--- src/rtl/pd_lockout_ctrl.sv ---
module pd_lockout_ctrl #(
  parameter int CLK_HZ    = 125_000_000,
  parameter int SETTLE_NS = 15_000
) (
  input  logic       clk,
  input  logic       rst_n,
  input  logic       clr_n,
  input  logic       cmd_valid,
  input  logic [3:0] cmd_code,
  input  logic       lockout_n,
  output logic       pwr_down,
  output logic       outs_valid
);
  localparam int SETTLE_CYC = (CLK_HZ / 1_000_000) * SETTLE_NS / 1000;
  localparam int CW = $clog2(SETTLE_CYC + 1);

  logic          lk_s1, lk_s2, lk_d;
  logic [CW-1:0] cnt;
  logic          lk_fall, is_sd, is_upd, wake;

  always_ff @(posedge clk or negedge rst_n)
    if (!rst_n) {lk_s1, lk_s2, lk_d} <= 3'b111;
    else        {lk_s1, lk_s2, lk_d} <= {lockout_n, lk_s1, lk_s2};

  assign lk_fall = lk_d & ~lk_s2;
  assign is_sd   = cmd_valid && cmd_code == 4'b1100;
  assign is_upd  = cmd_valid && (cmd_code[1:0] == 2'b11 || cmd_code == 4'b0100 ||
                                 cmd_code == 4'b1000 || cmd_code == 4'b1110 ||
                                 cmd_code == 4'b1010);
  assign wake    = lk_fall | is_upd;

  always_ff @(posedge clk or negedge rst_n)
    if (!rst_n) begin
      pwr_down <= 1'b0;
      cnt      <= '0;
    end else if (!clr_n) begin
      pwr_down <= 1'b0;
      cnt      <= '0;
    end else if (pwr_down) begin
      if (wake) begin
        pwr_down <= 1'b0;
        cnt      <= CW'(SETTLE_CYC);
      end
    end else if (is_sd && lk_s2) begin
      pwr_down <= 1'b1;
      cnt      <= '0;
    end else if (cnt != '0) begin
      cnt <= cnt - 1'b1;
    end

  assign outs_valid = ~pwr_down & (cnt == '0);


  assert_sd_enter_R2: assert property (@(posedge clk) disable iff (!rst_n)
    (clr_n && !pwr_down && is_sd && lk_s2) |=> (pwr_down && !outs_valid));

  assert_lockout_blocks_R7: assert property (@(posedge clk) disable iff (!rst_n)
    (!pwr_down && !lk_s2) |=> !pwr_down);

  assert_pd_retained_R3: assert property (@(posedge clk) disable iff (!rst_n)
    (pwr_down && clr_n && !lk_fall && !is_upd) |=> pwr_down);

  assert_wake_exit_R4: assert property (@(posedge clk) disable iff (!rst_n)
    (pwr_down && clr_n && wake) |=> (!pwr_down && !outs_valid));

  assert_settle_end_R6: assert property (@(posedge clk) disable iff (!rst_n)
    (clr_n && !pwr_down && !is_sd && cnt == CW'(1)) |=> outs_valid);

  assert_no_restart_R10: assert property (@(posedge clk) disable iff (!rst_n)
    (clr_n && outs_valid && !is_sd) |=> outs_valid);

  assert_clear_R11: assert property (@(posedge clk) disable iff (!rst_n)
    !clr_n |=> (!pwr_down && outs_valid));
endmodule

--- config.mk ---
export PLATFORM = sky130hd
export DESIGN_NAME = pd_lockout_ctrl
export DESIGN_NICKNAME = d
export VERILOG_FILES = /design/src/rtl/pd_lockout_ctrl.sv
export SDC_FILE = /design/constraint.sdc
export NUM_CORES = 1
export LEC_CHECK = 0
export BUFFER_PORTS_ARGS = -buffer_cell sky130_fd_sc_hd__buf_2
export CAP_MARGIN = 10
export CORE_MARGIN = 4
export CORE_UTILIZATION = 45
export CTS_CLUSTER_DIAMETER = 200
export DETAILED_ROUTE_END_ITERATION = 6
export PLACE_DENSITY_LB_ADDON = 0.12
export SLEW_MARGIN = 20
export SYNTH_ARGS = -nofsm -noshare
export SYNTH_HDL_FRONTEND = slang
export SYNTH_SLANG_ARGS = --single-unit
--- constraint.sdc ---
create_clock -name clk -period 2.1 [get_ports clk]
set_input_delay 0.42 -clock clk [delete_from_list [all_inputs] [get_ports clk]]
set_output_delay 0.42 -clock clk [all_outputs]
set_load 0.02 [all_outputs]
# Word-level counts from Yosys, hierarchy flattened
# Index checks and enable logic that the tools add are counted.
# word_totals
reg_bits	15
out_inout_bits	2
inputBits	9
# op_classes
bitwise	5
n_reduce_logical	10
n_addsub	1
mux	9
eq_ne	8
# op_table
operator	count
11-bit two-way mux	5
4-bit == test, second input constant	4
11-bit zero test	1
11-bit nonzero test	1
11-bit by 1-bit subtractor with 11-bit output, second input constant	1
4-bit by 3-bit == test with 1-bit output, second input constant	1
1-bit logical OR	4
1-bit two-way mux	4
4-bit by 1-bit != test with 1-bit output, second input constant	1
1-bit logical AND	3
3-bit by 2-bit != test with 1-bit output, second input constant	1
1-bit bitwise AND	2
2-bit == test, second input constant	1
1-bit NOT	2
2-bit AND reduction	1
1-bit bitwise OR	1

# Logic depth before layout (Yosys ltp)
# Gate-level depths: netlist (run 1).
# depth
ltp_word	10
mapped_depth	8
ltp_nobuf	7

# Worst setup path after synthesis (run 1)
# Ideal clock, no wire load.
# synth_path
path_kind	register -> output
start	register cnt[0]
end	output port outs_valid
setup_slack_ns	0.170
t_arrival_ns	1.510
path_buffers	1
path_stages_with_launch	7
cell_sequence	dfrtp_1 > inv_1 > ha_1 > nor2b_1 > nand4b_2 > buf_6 > nor2_1
# synth_via
elab_chain_len	2
# synth_rtl
item	line	source
start, declared	18	logic [CW-1:0] cnt;
start signal, assigned	42	cnt <= CW'(SETTLE_CYC);
start signal, assigned	48	cnt <= cnt - 1'b1;
11-bit zero test	51	assign outs_valid = ~pwr_down & (cnt == '0);
1-bit bitwise AND	51	
end, declared	12	output logic outs_valid
# Every way passes these cells.

# Worst setup path in the final report (run 1)
# Same ends and word-level chain as after synthesis.

==> results.yml, run 1 <==
status:
  status: "complete, no violations"
die:
  std_cell_rows: 16
  core-area_um2: 1960
  die_w_um: 53.4
  die_h_um: 53.4
  ioPinCount: 11
  die_area_um2: 2850
  start_util_pct: 47.3
synthesis:
  post_synth_inst_count: 100
  synth.distinct_cells: 40
  synth-warning-count: 0
  synth.avg_cell_area_um2: 9.27
  yosysSeqAreaShare_pct: 40.9
  synth_edf_count: 0
  synth_area_um2: 927
  syn-num-nets: 110
  async_flop_share_pct: 100
  synthFlopType: "dfrtp_1"
  ys_ff_latch: 15
routing:
  drt_first_iter_violations: 20
  drc_errors: 0
  ant_nets: 0
  viasPerCell: 5.69
  drt-total-wl_um: 2150
  routedWlPerCell_um: 15.1
  vias: 813
  dr.pass1.iters: 4
timing:
  period_needed_ns: 2.03
  setup_tns_ns: 0
  tightestPinTransition_ns: 0.563
  max_freq_mhz: 493
  clock_skew_ns: 0.00143
  final_hold_viol_count: 0
  finalCritPeriodShare_pct: 96.6
  report.final.slew_viol_count: 0
  setup_viol: 0
  timing.slew.headroom_pct: 62.0
  whs_ns: 0.0261
global_routing:
  grt_use_met1_pct: 26.1
  grt_max_degree: 16
  grt_busiest_layer: "met2"
  grt_use_met3_pct: 3.66
  grtUsageMet2_pct: 27.3
  grt_overflow_total: 0
  first_global_vias: 784
  grt_antenna_before_repair: 0
  grt_use_total_pct: 18.5
  grt_first_pass_wirelength_um: 3710
worst_setup_path:
  worst_ep_arrival_time_ns: 1.61
  critPathKind: "flip-flop to primary output"
  r2r_slack_ns: 0.31
  crit_fanout: 4
  endpoint_kind: "primary output"
  crit_chain: "inv_1, ha_2, nor2b_4, nand4b_4, nor2_2, buf_4"
  rr_startpoint: "cnt[0]"
  critPathCapture: "outs_valid"
  required_ns: 1.68
  slowest_delay_ns: 0.42
  r2r_cells: 8
  critPathLaunch: "cnt[0]"
  reg2reg_to: "cnt[8]"
  cpMaxStageDelayCell: "dfrtp_1"
  critPathLaunchType: "flip-flop"
pwr:
  vdd_drop_max_mv: 0.810
  p_leak_nw: 0.484
  pwr_density_cell_nw_per_um2: 1400
  total_power_mw: 1.52
clocking:
  cts_tree: "built"
  clock-sinks: 15
  cts_inserted_buffers: 3
  clk-insertion-delay-late_ns: 0.28
  hold_buffers: 0
  cts_buffer_depth: 2
  clk_pin_slew_ns: 0.09
  htreeDepth: 1
  cts-root-buf: "clkbuf_4"
final_layout:
  fill_cells: 205
  diodes: 0
  area_growth_syn_to_layout_pct: 16.7
  post_route_cells_drive_above_1_share_pct: 25.9
  final_area_um2: 1080
  final_core_util_pct: 55.2
  layout.nets: 127
run:
  cap_violations: 0
worst_hold_path:
  hold_path.class: "primary input to asynchronous set/reset pin"
place:
  io_buffers: 10
  place_congestion: 0.789
  dp.final_hpwl_um: 1580
  dpl-instance-area_um2: 1020
-- power by group --
part	internal [mW]	leakage [nW]	switching (mW)
sequential	0.378	0.191	0.136
clock	0.0736	0.0150	0.0929
combinational	0.415	0.277	0.423
total	0.866	0.484	0.652
-- cell families after synthesis --
kind of cell               count (synthesis)  synth area share, %
AOI/OAI and AO/OA                         32                 22.5
xor gates and xnor gates                   1                0.945
adders and majority gates                  1                 1.35
buffers and inverters                      9                 4.59
DFF                                       15                 40.9
muxes                                      1                 1.08
and+or+nand+nor                           41                 28.6
-- worst min-delay path by stage --
stage / slack, ns / end / startpoint / cells after the start
final: 0.03 / cnt[5] / rst_n / 1
after global routing: 0.04 / cnt[7] / rst_n / 1
after CTS: 0.04 / cnt[5] / rst_n / 1
after detailed placement: 0.35 / cnt[5] / rst_n / 1
after global placement: 0.35 / cnt[7] / rst_n / 1
after floorplan: 0.12 / cnt[0] / rst_n / 0
-- Yosys cell counts (all sizes together), types with 2 or more instances --
library cell	n	area [µm²]
a21boi	3	22.5
a21o	2	15.0
a21oi	4	20.0
a31oi	5	31.3
buf	2	16.3
clkbuf	2	7.51
dfrtp	12	300
dfstp	3	78.8
inv	5	18.8
nand2	6	22.5
nand2b	4	25.0
nand3	7	35.0
nand4	2	12.5
nand4b	2	23.8
nor2	6	22.5
nor2b	3	18.8
nor3	2	21.3
nor4	3	33.8
o21a	2	15.0
o21ai	10	50.1
o31a	2	17.5
-- through the flow --
step	cells	setup WS (ns)
after global routing	143	-0.0297
after CTS	141	0.0120
after detailed placement	137	0.180
after floorplan	100	0.170
after global placement	137	0.161
final	143	0.0722
-- critical path, delay by kind of cell (launching register included) --
| family | cells | cell delay (ns) |
|---|---|---|
| adders and majority gates | 1 | 0.21 |
| buffers and inverters | 2 | 0.24 |
| DFF | 1 | 0.42 |
| and+or+nand+nor | 3 | 0.46 |
-- sequential cells by signal, indices dropped and copies added (netlist names) --
name and flops:
cnt 11, lk_d 1, lk_s2 1, lk_s1 1
pwr_down 1
-- cell type report --
| class | instances | area, µm² | area share (%) |
|---|---|---|---|
| Sequential cell | 15 | 379 | 35.0 |
| Tap cell | 27 | 33.8 | 3.12 |
| Inverter | 5 | 18.8 | 1.73 |
| Clock buffer | 4 | 26.3 | 2.43 |
| Multi-Input combinational cell | 76 | 527 | 48.7 |
| Timing Repair Buffer | 16 | 97.6 | 9.02 |
-- per-layer routing --
| layer | wire length (µm) | up-vias |
|---|---|---|
| li1 | - | 401 |
| met3 | 69 | 2 |
| met1 | 1020 | 399 |
| met4 | 7 | 0 |
| met5 | 0 | - |
| met2 | 1050 | 11 |
-- cell usage in the layout, fill, tap and decap left out, drive strengths merged --
cell type	Yosys	routed
buf	2	16
dfrtp	12	12
o21ai	10	10
nand3	7	7
nand2	6	6
nor2	6	6
inv	5	5
a31oi	5	5
nand2b	4	4
a21oi	4	4
clkbuf	2	4
dfstp	3	3
nor2b	3	3
nor4	3	3
a21boi	3	3
nand4	2	2
a21o	2	2
o21a	2	2
o31a	2	2
nor3	2	2
nand4b	2	2
or2	1	1
and3b	1	1
and2b	1	1
a2111o	1	1
o21bai	1	1
nor3b	1	1
xnor2	1	1
and4	1	1
mux2i	1	1
nor4b	1	1
o41ai	1	1
a32o	1	1
ha	1	1
-- timing repair --
action | 4_1_cts | 5_1_grt
buffers inserted | 0 | 2
setup endpoints to repair | 1 | 1
pin swaps | 0 | 1
gates resized for setup | 3 | 3
Note: power is estimated with default switching activity, not from simulation.
==> run 2: changes to the inputs <==
--- a/config.mk
+++ b/config.mk
@@ -9,6 +9,7 @@
 export CAP_MARGIN = 10
 export CORE_MARGIN = 4
 export CORE_UTILIZATION = 45
+export CTS_BUF_LIST = sky130_fd_sc_hd__clkbuf_4
 export CTS_CLUSTER_DIAMETER = 200
 export DETAILED_ROUTE_END_ITERATION = 6
 export PLACE_DENSITY_LB_ADDON = 0.12
==> run 2 against run 1 <==
  * Critical endpoint unchanged
  * Highest routed layer unchanged
  * Via count rose by 3.8%
  * Critical path depth did not move
  * Die area did not move
  * Core utilization rose by 0.19 points
==> results.yml, run 2 (same netlist as run 1, synthesis figures left out) <==
clocking:
  clock-sinks: 15
  cts_tree: "built"
  clk_pin_slew_ns: 0.10
  cts_buffer_depth: 2
  cts-root-buf: "clkbuf_4"
  htreeDepth: 1
  cts_inserted_buffers: 3
  clk-insertion-delay-late_ns: 0.30
  hold_buffers: 0
timing:
  report.final.slew_viol_count: 0
  setup_viol: 0
  timing.slew.headroom_pct: 62.1
  finalCritPeriodShare_pct: 97.1
  period_needed_ns: 2.04
  worst_slack_ns: 0.0618
  final_hold_viol_count: 0
  max_freq_mhz: 491
  tightestPinTransition_ns: 0.561
  clock_skew_ns: 0.00559
worst_setup_path:
  cp.buffers_inverters: 2
  r2r_slack_ns: 0.30
  worst_ep_arrival_time_ns: 1.62
  required_ns: 1.68
  crit_fanout: 4
  cpLargestDelayFamily: "simple AND/OR/NAND/NOR gates"
  r2r_cells: 8
  rr_startpoint: "cnt[1]"
  crit_chain: "inv_1, ha_2, nor2b_4, nand4b_4, nor2_2, buf_4"
  slowest_delay_ns: 0.40
  cpMaxStageDelayCell: "dfrtp_1"
  endpoint_kind: "primary output"
  critPathLaunchType: "flip-flop"
  reg2reg_to: "cnt[9]"
  critPathKind: "flip-flop to primary output"
global_routing:
  grt_use_total_pct: 19.2
  grt_antenna_before_repair: 0
  grt_first_pass_wirelength_um: 3830
  first_global_vias: 794
  grt_max_degree: 16
  grt_overflow_total: 0
routing:
  drt-total-wl_um: 2330
  route.met3.wl_um: 100
  routed.top_layer: "met4"
  drt_first_iter_violations: 29
  met2_length_um: 1180
  wl_met1_um: 1010
  routedWlPerCell_um: 16.3
  ant_nets: 0
  drc_errors: 0
  dr.pass1.iters: 4
  viasPerCell: 5.90
  vias: 844
final_layout:
  final_core_util_pct: 55.4
  final_common_cell: "dfrtp_1"
  largest_reg_flops: 11
  area_growth_syn_to_layout_pct: 17.1
  top_register: "cnt"
  diodes: 0
  post_route_cells_drive_above_1_share_pct: 26.7
  layout.nets: 127
  most-common-layout-cells: "dfrtp_1, buf_2, nand3_1, buf_4"
die:
  die_w_um: 53.4
  ioPinCount: 11
  die_h_um: 53.4
  start_util_pct: 47.3
  core-area_um2: 1960
  std_cell_rows: 16
  die_area_um2: 2850
pwr:
  pwr_density_cell_nw_per_um2: 1420
  vdd_drop_max_mv: 0.823
  p_leak_nw: 0.487
run:
  cap_violations: 0
place:
  io_buffers: 10
  dp_slack_ns: 0.180
  dp.final_hpwl_um: 1580
  place_congestion: 0.789
worst_hold_path:
  hold_path.class: "primary input to asynchronous set/reset pin"
status:
  status: "complete, no violations"
==> run 2: cell count changes in the layout (fill, tap and decap cells not counted) <==
cell and delta:
clkbuf_1 -1, clkbuf_4 +1
==> run 2: metal layers <==
| metal | GRT usage (%) | vias up |
|---|---|---|
| met5 | 0 | - |
| met4 | 7.23 | 0 |
| met3 | 3.66 | 5 |
| met2 | 29.6 | 21 |
| met1 | 26.1 | 416 |
| li1 | - | 402 |
==> run 2: report_power, final <==
part / total, mW / leakage, nW / internal (mW) / switching, mW
logic: 0.841 / 0.277 / 0.415 / 0.427
registers: 0.514 / 0.191 / 0.378 / 0.136
clock network: 0.190 / 0.0184 / 0.0869 / 0.103
total: 1.55 / 0.487 / 0.880 / 0.666
==> run 2: how the worst max path moves through the flow <==
stage | start | endpoint | slack (ns) | cells past startpoint
2_1_floorplan | cnt[0] | outs_valid | 0.17 | 6
3_3_place_gp | cnt[0] | outs_valid | 0.16 | 6
3_5_place_dp | cnt[0] | outs_valid | 0.18 | 6
4_1_cts | cnt[0] | outs_valid | 0.01 | 6
5_1_grt | cnt[1] | outs_valid | -0.03 | 6
6_report | cnt[1] | outs_valid | 0.06 | 6
==> run 2: stage by stage <==
stage / instance area, µm² / hold slack [ns] / setup TNS [ns] / power [mW] / std cells
CTS: 1060 / 0.0378 / 0 / 1.48 / 141
global placement: 1020 / 0.348 / 0 / 1.23 / 137
global route: 1090 / 0.0332 / -0.0337 / 1.67 / 143
detailed placement: 1020 / 0.348 / 0 / 1.24 / 137
finish: 1090 / 0.00778 / 0 / 1.55 / 143
floorplan: 927 / 0.124 / 0 / 1.07 / 100
==> run 2: area by class of cell <==
type,count,area [µm²]
timing repair buffer,16,97.6
multi-input combinational,76,527
sequential,15,379
tap,27,33.8
inverter,5,18.8
fill,203,876
clock buffer,4,30.0
==> run 2: worst reg2reg max path: stages (launching register included) <==
cell and delay, ns:
dfrtp_1 0.40, inv_1 0.10, ha_2 0.22, nor2b_4 0.20
nand4b_4 0.14, buf_4 0.19, nand2_1 0.10, nor4_1 0.07
o31a_1 0.27
==> run 2: repair_timing <==
| action | 4_1_cts | 5_1_grt |
|---|---|---|
| endpoints found under the setup margin | 1 | 1 |
| resized for setup | 3 | 3 |
| pin swaps | 0 | 1 |
| gates cloned | 0 | 0 |
| buffers inserted | 0 | 2 |
